===== config.mk =====
export PLATFORM = sky130hd
export DESIGN_NAME = gated_var_timer
export DESIGN_NICKNAME = d
export VERILOG_FILES = /design/src/rtl/gvt_pkg.sv /design/src/rtl/gvt_sync.sv /design/src/rtl/gvt_rate_div.sv /design/src/rtl/gvt_edge_qual.sv /design/src/rtl/gvt_count_core.sv /design/src/rtl/gated_var_timer.sv
export SDC_FILE = /design/constraint.sdc
export NUM_CORES = 1
export LEC_CHECK = 0
export BUFFER_PORTS_ARGS = -buffer_cell sky130_fd_sc_hd__clkbuf_2
export CAP_MARGIN = 20
export CORE_ASPECT_RATIO = 1.25
export CORE_MARGIN = 2
export CORE_UTILIZATION = 47
export DETAILED_ROUTE_END_ITERATION = 10
export GPL_ROUTABILITY_DRIVEN = 0
export PLACE_DENSITY = 0.75
export SLEW_MARGIN = 20
export SYNTH_ARGS = -nofsm -noshare
export SYNTH_HDL_FRONTEND = slang
export SYNTH_SLANG_ARGS = --single-unit

===== constraint.sdc =====
create_clock -name clk -period 2.3 [get_ports clk]
set_input_delay 0.46 -clock clk [delete_from_list [all_inputs] [get_ports clk]]
set_output_delay 0.46 -clock clk [all_outputs]
set_load 0.02 [all_outputs]

===== src/rtl/gvt_pkg.sv =====
package gvt_pkg;
  localparam int LO_MAX_W  = 8;
  localparam int HI_W      = 8;
  localparam int WSEL_W    = $clog2(LO_MAX_W);
  localparam int RATE_W    = 4;
  localparam int SYNC_LEN  = 2;
  localparam logic [WSEL_W-1:0] WSEL_RST = WSEL_W'(4);

  typedef enum logic {SRC_TICK = 1'b0, SRC_PIN = 1'b1} src_e;

  // Active-bit mask of the low stage for width code wsel (width wsel+1).
  function automatic logic [LO_MAX_W-1:0] low_mask(input logic [WSEL_W-1:0] wsel);
    logic [LO_MAX_W-1:0] m;
    for (int i = 0; i < LO_MAX_W; i++) m[i] = (WSEL_W'(i) <= wsel);
    return m;
  endfunction

  // Increment of the active low bits; inactive bits are carried through untouched.
  function automatic logic [LO_MAX_W-1:0] low_step(input logic [LO_MAX_W-1:0] lo,
                                                   input logic [LO_MAX_W-1:0] mask);
    return (lo & ~mask) | ((lo + LO_MAX_W'(1)) & mask);
  endfunction
endpackage


===== src/rtl/gvt_sync.sv =====
module gvt_sync #(
  parameter int W      = 2,
  parameter int STAGES = 2
) (
  input  logic         clk,
  input  logic         rst_n,
  input  logic [W-1:0] d,
  output logic [W-1:0] q
);
  logic [W-1:0] stg [STAGES];

  generate
    for (genvar s = 0; s < STAGES; s++) begin : g_stage
      always_ff @(posedge clk or negedge rst_n) begin
        if (!rst_n) stg[s] <= '0;
        else if (s == 0) stg[s] <= d;
        else stg[s] <= stg[(s == 0) ? 0 : s-1];
      end
    end
  endgenerate

  assign q = stg[STAGES-1];
endmodule


===== src/rtl/gvt_rate_div.sv =====
module gvt_rate_div #(
  parameter int RATE_W = 4
) (
  input  logic              clk,
  input  logic              rst_n,
  input  logic [RATE_W-1:0] rate_sel,
  output logic              tick
);
  logic [RATE_W-1:0] div_q;

  assign tick = (div_q >= rate_sel);

  always_ff @(posedge clk or negedge rst_n) begin
    if (!rst_n)    div_q <= '0;
    else if (tick) div_q <= '0;
    else           div_q <= div_q + 1'b1;
  end
endmodule


===== src/rtl/gvt_edge_qual.sv =====
module gvt_edge_qual
  import gvt_pkg::*;
(
  input  logic clk,
  input  logic rst_n,
  input  logic pin_s,
  input  logic gate_s,
  input  src_e src,
  input  logic run,
  input  logic gate_mode,
  input  logic tick,
  output logic fall,
  output logic inc
);
  logic prev_q;
  logic gate_ok;

  always_ff @(posedge clk or negedge rst_n) begin
    if (!rst_n) prev_q <= 1'b0;
    else        prev_q <= pin_s;
  end

  assign fall    = prev_q & ~pin_s;
  assign gate_ok = ~gate_mode | gate_s;
  assign inc     = run & gate_ok & ((src == SRC_PIN) ? fall : tick);
endmodule


===== src/rtl/gvt_count_core.sv =====
module gvt_count_core
  import gvt_pkg::*;
(
  input  logic                clk,
  input  logic                rst_n,
  input  logic                inc,
  input  logic [LO_MAX_W-1:0] mask,
  input  logic                wr_lo,
  input  logic                wr_hi,
  input  logic [LO_MAX_W-1:0] wr_data,
  input  logic                clr_flag,
  output logic [LO_MAX_W-1:0] lo_q,
  output logic [HI_W-1:0]     hi_q,
  output logic                flag_q,
  output logic                apply,
  output logic                wrap
);
  logic lo_full, hi_full, any_wr;

  assign any_wr  = wr_lo | wr_hi;
  assign lo_full = ((lo_q & mask) == mask);
  assign hi_full = &hi_q;
  assign apply   = inc & ~any_wr;
  assign wrap    = apply & lo_full & hi_full;

  always_ff @(posedge clk or negedge rst_n) begin
    if (!rst_n) begin
      lo_q <= '0;
      hi_q <= '0;
    end else if (any_wr) begin
      if (wr_lo) lo_q <= wr_data;
      if (wr_hi) hi_q <= HI_W'(wr_data);
    end else if (apply) begin
      lo_q <= low_step(lo_q, mask);
      if (lo_full) hi_q <= hi_q + 1'b1;
    end
  end

  always_ff @(posedge clk or negedge rst_n) begin
    if (!rst_n)        flag_q <= 1'b0;
    else if (wrap)     flag_q <= 1'b1;
    else if (clr_flag) flag_q <= 1'b0;
  end
endmodule


===== src/rtl/gated_var_timer.sv =====
module gated_var_timer
  import gvt_pkg::*;
(
  input  logic        clk,
  input  logic        rst_n,
  input  logic        wr_lo,
  input  logic        wr_hi,
  input  logic [7:0]  wr_data,
  input  logic        cfg_we,
  input  logic [2:0]  cfg_width,
  input  logic        src_sel,
  input  logic        run,
  input  logic        gate_mode,
  input  logic [3:0]  rate_sel,
  input  logic        clr_flag,
  input  logic        cnt_pin,
  input  logic        gate_pin,
  output logic [7:0]  cnt_lo,
  output logic [7:0]  cnt_hi,
  output logic        ovf_flag
);
  logic [WSEL_W-1:0]   width_q;
  logic [LO_MAX_W-1:0] act_mask;
  logic [1:0]          pins_s;
  logic                tick, fall_evt, inc_evt, apply_evt, wrap_evt;

  always_ff @(posedge clk or negedge rst_n) begin
    if (!rst_n)      width_q <= WSEL_RST;
    else if (cfg_we) width_q <= cfg_width;
  end

  assign act_mask = low_mask(width_q);

  gvt_sync #(.W(2), .STAGES(SYNC_LEN)) u_sync (
    .clk(clk), .rst_n(rst_n), .d({gate_pin, cnt_pin}), .q(pins_s)
  );

  gvt_rate_div #(.RATE_W(RATE_W)) u_div (
    .clk(clk), .rst_n(rst_n), .rate_sel(rate_sel), .tick(tick)
  );

  gvt_edge_qual u_qual (
    .clk(clk), .rst_n(rst_n), .pin_s(pins_s[0]), .gate_s(pins_s[1]),
    .src(src_e'(src_sel)), .run(run), .gate_mode(gate_mode), .tick(tick),
    .fall(fall_evt), .inc(inc_evt)
  );

  gvt_count_core u_core (
    .clk(clk), .rst_n(rst_n), .inc(inc_evt), .mask(act_mask),
    .wr_lo(wr_lo), .wr_hi(wr_hi), .wr_data(wr_data), .clr_flag(clr_flag),
    .lo_q(cnt_lo), .hi_q(cnt_hi), .flag_q(ovf_flag),
    .apply(apply_evt), .wrap(wrap_evt)
  );
endmodule


==> metrics.md <==
| Metric | Value |
|---|---|
| Clock sinks | 29 |
| CP arrival | 2.48 ns |
| RSZ-0062 raised after global routing | true |
| Row count | 24 |
| P_leak | 1.11 nW |
| Core ar. | around 3500 um2 |
| Layout cells sized above 1 | a little under two fifths |
| WHS | 0.219 ns |
| Hold Vio Cnt, Final | 0 |
| Multi-input logic area | 940 um2 |
| DRC Markers | 0 |
| Setup Skew | 0.00475 ns |
| Synth Flop Type | dfrtp_1 |
| Max-slew violations | 0 |
| Synthesized area | 1700 um2 |
| Clock Path Buffers | 2 |
| Vias | 1612 |
| First-pass GRT wire length | 7080 um |
| Mapped Cells | between 150 and 200 |
| Status | finished, final reports clean |
| Worst-Margin Slew | 0.719 ns |
| Number of flops mapped to enable cells by yosys | 0 |
| Synth warnings | 0 |
| DR pass1 iterations | 4 |
| DR iter-0 viols | 55 |
| Die height | 71.2 um |
| Max Clock Freq | 438 MHz |
| P&R area growth vs syn | 36.1% |
| Worst skew pair latency | 0.28 ns |
| CP Class | flip-flop to flip-flop |
| Filler Cells Inserted | 295 |
| Reg2reg path depth | 6 |
| Fin util | 66.2% |
| Setup crit end kind | flip-flop |
| Post-synthesis net count | 222 |
| Worst-path fanout max | 5 |
| Clock root buffer | clkbuf_8 |
| P per Cell Area | just over 700 nW/um2 |
| Syn Area/Cell | approximately 9 um2 |
| Placed cell areas | ~2200 um2 |
| Compound-gate portion of the synthesized area | about 18% |
| Largest family of logic cells by synthesized area | simple AND/OR/NAND/NOR gates |
| Detailed-route wire length | 4380 um |
| Initial Util | 48.7% |
| Synth Area in Simple Gates | 20.1% |
| Avg WL per Cell | 14.7 um |
| Multiplexer area fraction after synthesis | 4.58% |
| Number of global-route vias before repair | 1610 |
| Die area | 4110 um2 |
| Register area share after synthesis | 42.9% |
| Adder-Cell Fraction of Synth Area | 5.90% |
| Routed vias/inst | 5.43 |
| FF/Latch Area | 727 um2 |
| Worst Hold Class | input port to async pin |
| Max-cap violations | 0 |
| I/O Buffers | 42 |
| Inserted Diodes | 0 |
| Startpoint Class | flip-flop |
| CTS clk-pin slew, worst paths | ~0.060 ns |
| Cts hold-fix bufs | 0 |
| Tmin final | between 2 and 2.5 ns |
| I/O Pins | 43 |
| Initial antenna violation count | 0 |
| FF-to-FF setup slack | between 0.015 and 0.02 ns |
| Synth async-reset ratio | 100% |
| TritonCTS clock tree | done |
| Post-route cell area | 2310 um2 |
| Pin count of the biggest net entering global routing | 30 |
| Post-synthesis xor/xnor area fraction | 3.10% |
| Max VDD drop | 0.551 mV |
| Tcrit/Tclk final | 99.2% |
| # setup viols final | 0 |
| Slew headroom | 52.1% |
| Crit path required time | approximately 2.5 ns |
| Yosys cell types | 39 |
| Gr ovfl total | 0 |
| Seq cells post-synth | 29 |
| Power, Total | 0.00167 W |
| Final ANT Viol Nets | 0 |
| Die width | 57.7 um |
| DP HPWL | 3260 um |
| Tot GR Track Use | 22.7% |
| R2R Path End | u_core.hi_q[5] |
| Final nets | around 290 |
| Max H-tree Level | 2 |
| Num CTS Buffers | 5 |
worst max-delay path by stage:
stage,endpoint,start,slack (ns)
final,u_core.hi_q[5],flip-flop,0.02
after global routing,u_core.hi_q[5],flip-flop,-0.06
after CTS,u_core.hi_q[3],u_div.div_q[1],-0.03
after detailed placement,u_core.hi_q[3],rate_sel[3],-0.30
after global placement,u_core.hi_q[2],rate_sel[3],-0.21
after floorplan,u_core.hi_q[5],rate_sel[3],-0.12
layer usage:
layer  track usage (%)  vias up  wire length [um]
met3              4.94        9               215
met1              27.1      749              1800
met2              38.5       52              2280
met5                 0        -                 0
met4              10.3        0                86
li1                  -      802                 -
logic make-up (layout without fill, tap and decap cells):
kind of cell | after synthesis | after routing
AOI/OAI and AO/OA | 48 | 48
xor gates and xnor gates | 6 | 6
adders and majority gates | 8 | 8
buffers and inverters | 22 | 92
DFF | 29 | 29
muxes | 7 | 7
other | 1 | 1
and+or+nand+nor | 67 | 67
what timing repair did:
item	CTS	global route
pin swaps	7	5
buffers inserted	0	3
resized for setup	2	3
endpoints found under the setup margin	4	4
gates cloned	0	0
cell usage after synthesis, drive strengths merged, types with 2 or more instances:
library cell   n  share of area (%)
xor2           4                2.1
and3           5                1.8
xnor2          2                1.0
ha             8                5.9
clkbuf         6                1.3
a22o           2                1.0
nand2         11                2.4
or4            4                2.0
or3            2               0.74
o211ai         3                1.3
a31oi          8                3.0
nor2b          4                1.5
dfrtp         28                 41
o31ai          4                1.8
inv           14                3.1
nand2b         5                1.8
nor3           3               0.89
o21ai         16                4.7
a21oi          8                2.4
o21a           2               0.89
nor2          20                4.4
mux2           6                4.0
nand3          9                2.7
critical path, stage by stage (launching register included):
cell and delay (ns):
dfrtp_1 0.39, and3_4 0.21, a31oi_2 0.08, a2111o_1 0.34, or4_4 0.53, or4_4 0.48, a31oi_1 0.16
cells in the final DEF, fill, tap and decap left out, types with 3 or more instances in the layout:
cell type  instances
xor2_1             4
clkbuf_8           7
buf_4             26
inv_1             11
o21ai_0           14
a21oi_1            8
mux2_2             6
nor2b_1            4
and3_1             4
a31oi_1            7
nor3_1             3
nand2b_1           5
ha_4               3
dfrtp_1           28
nand2_1           11
nor2_1            20
ha_1               5
clkbuf_2          42
o211ai_1           3
nand3_1            9
o31ai_1            4
final cells by class:
type / count / area share [%]
multi-input cells: 137 / 40.7
clock buffers: 7 / 4.18
flip-flops and latches: 29 / 31.5
inverters: 15 / 3.20
clock inverters: 1 / 0.217
repair buffers: 69 / 18.1
well taps: 39 / 2.11
metrics by stage:
| stage | worst slack [ns] | std cells | TNS (ns) |
|---|---|---|---|
| finish | 0.0190 | 297 | 0 |
| detailed placement | -0.297 | 286 | -1.25 |
| floorplan | -0.122 | 188 | -0.408 |
| global route | -0.0557 | 297 | -0.122 |
| CTS | -0.0254 | 294 | -0.0324 |
| global placement | -0.215 | 286 | -0.968 |
power breakdown:
group / total [W] / internal, W / switching, W
Combinational: 0.000559 / 0.000265 / 0.000293
Sequential: 0.000647 / 0.000582 / 0.0000651
Clock: 0.000463 / 0.000270 / 0.000193
Total: 0.00167 / 0.00112 / 0.000551
(Power assumes the default switching activity.)
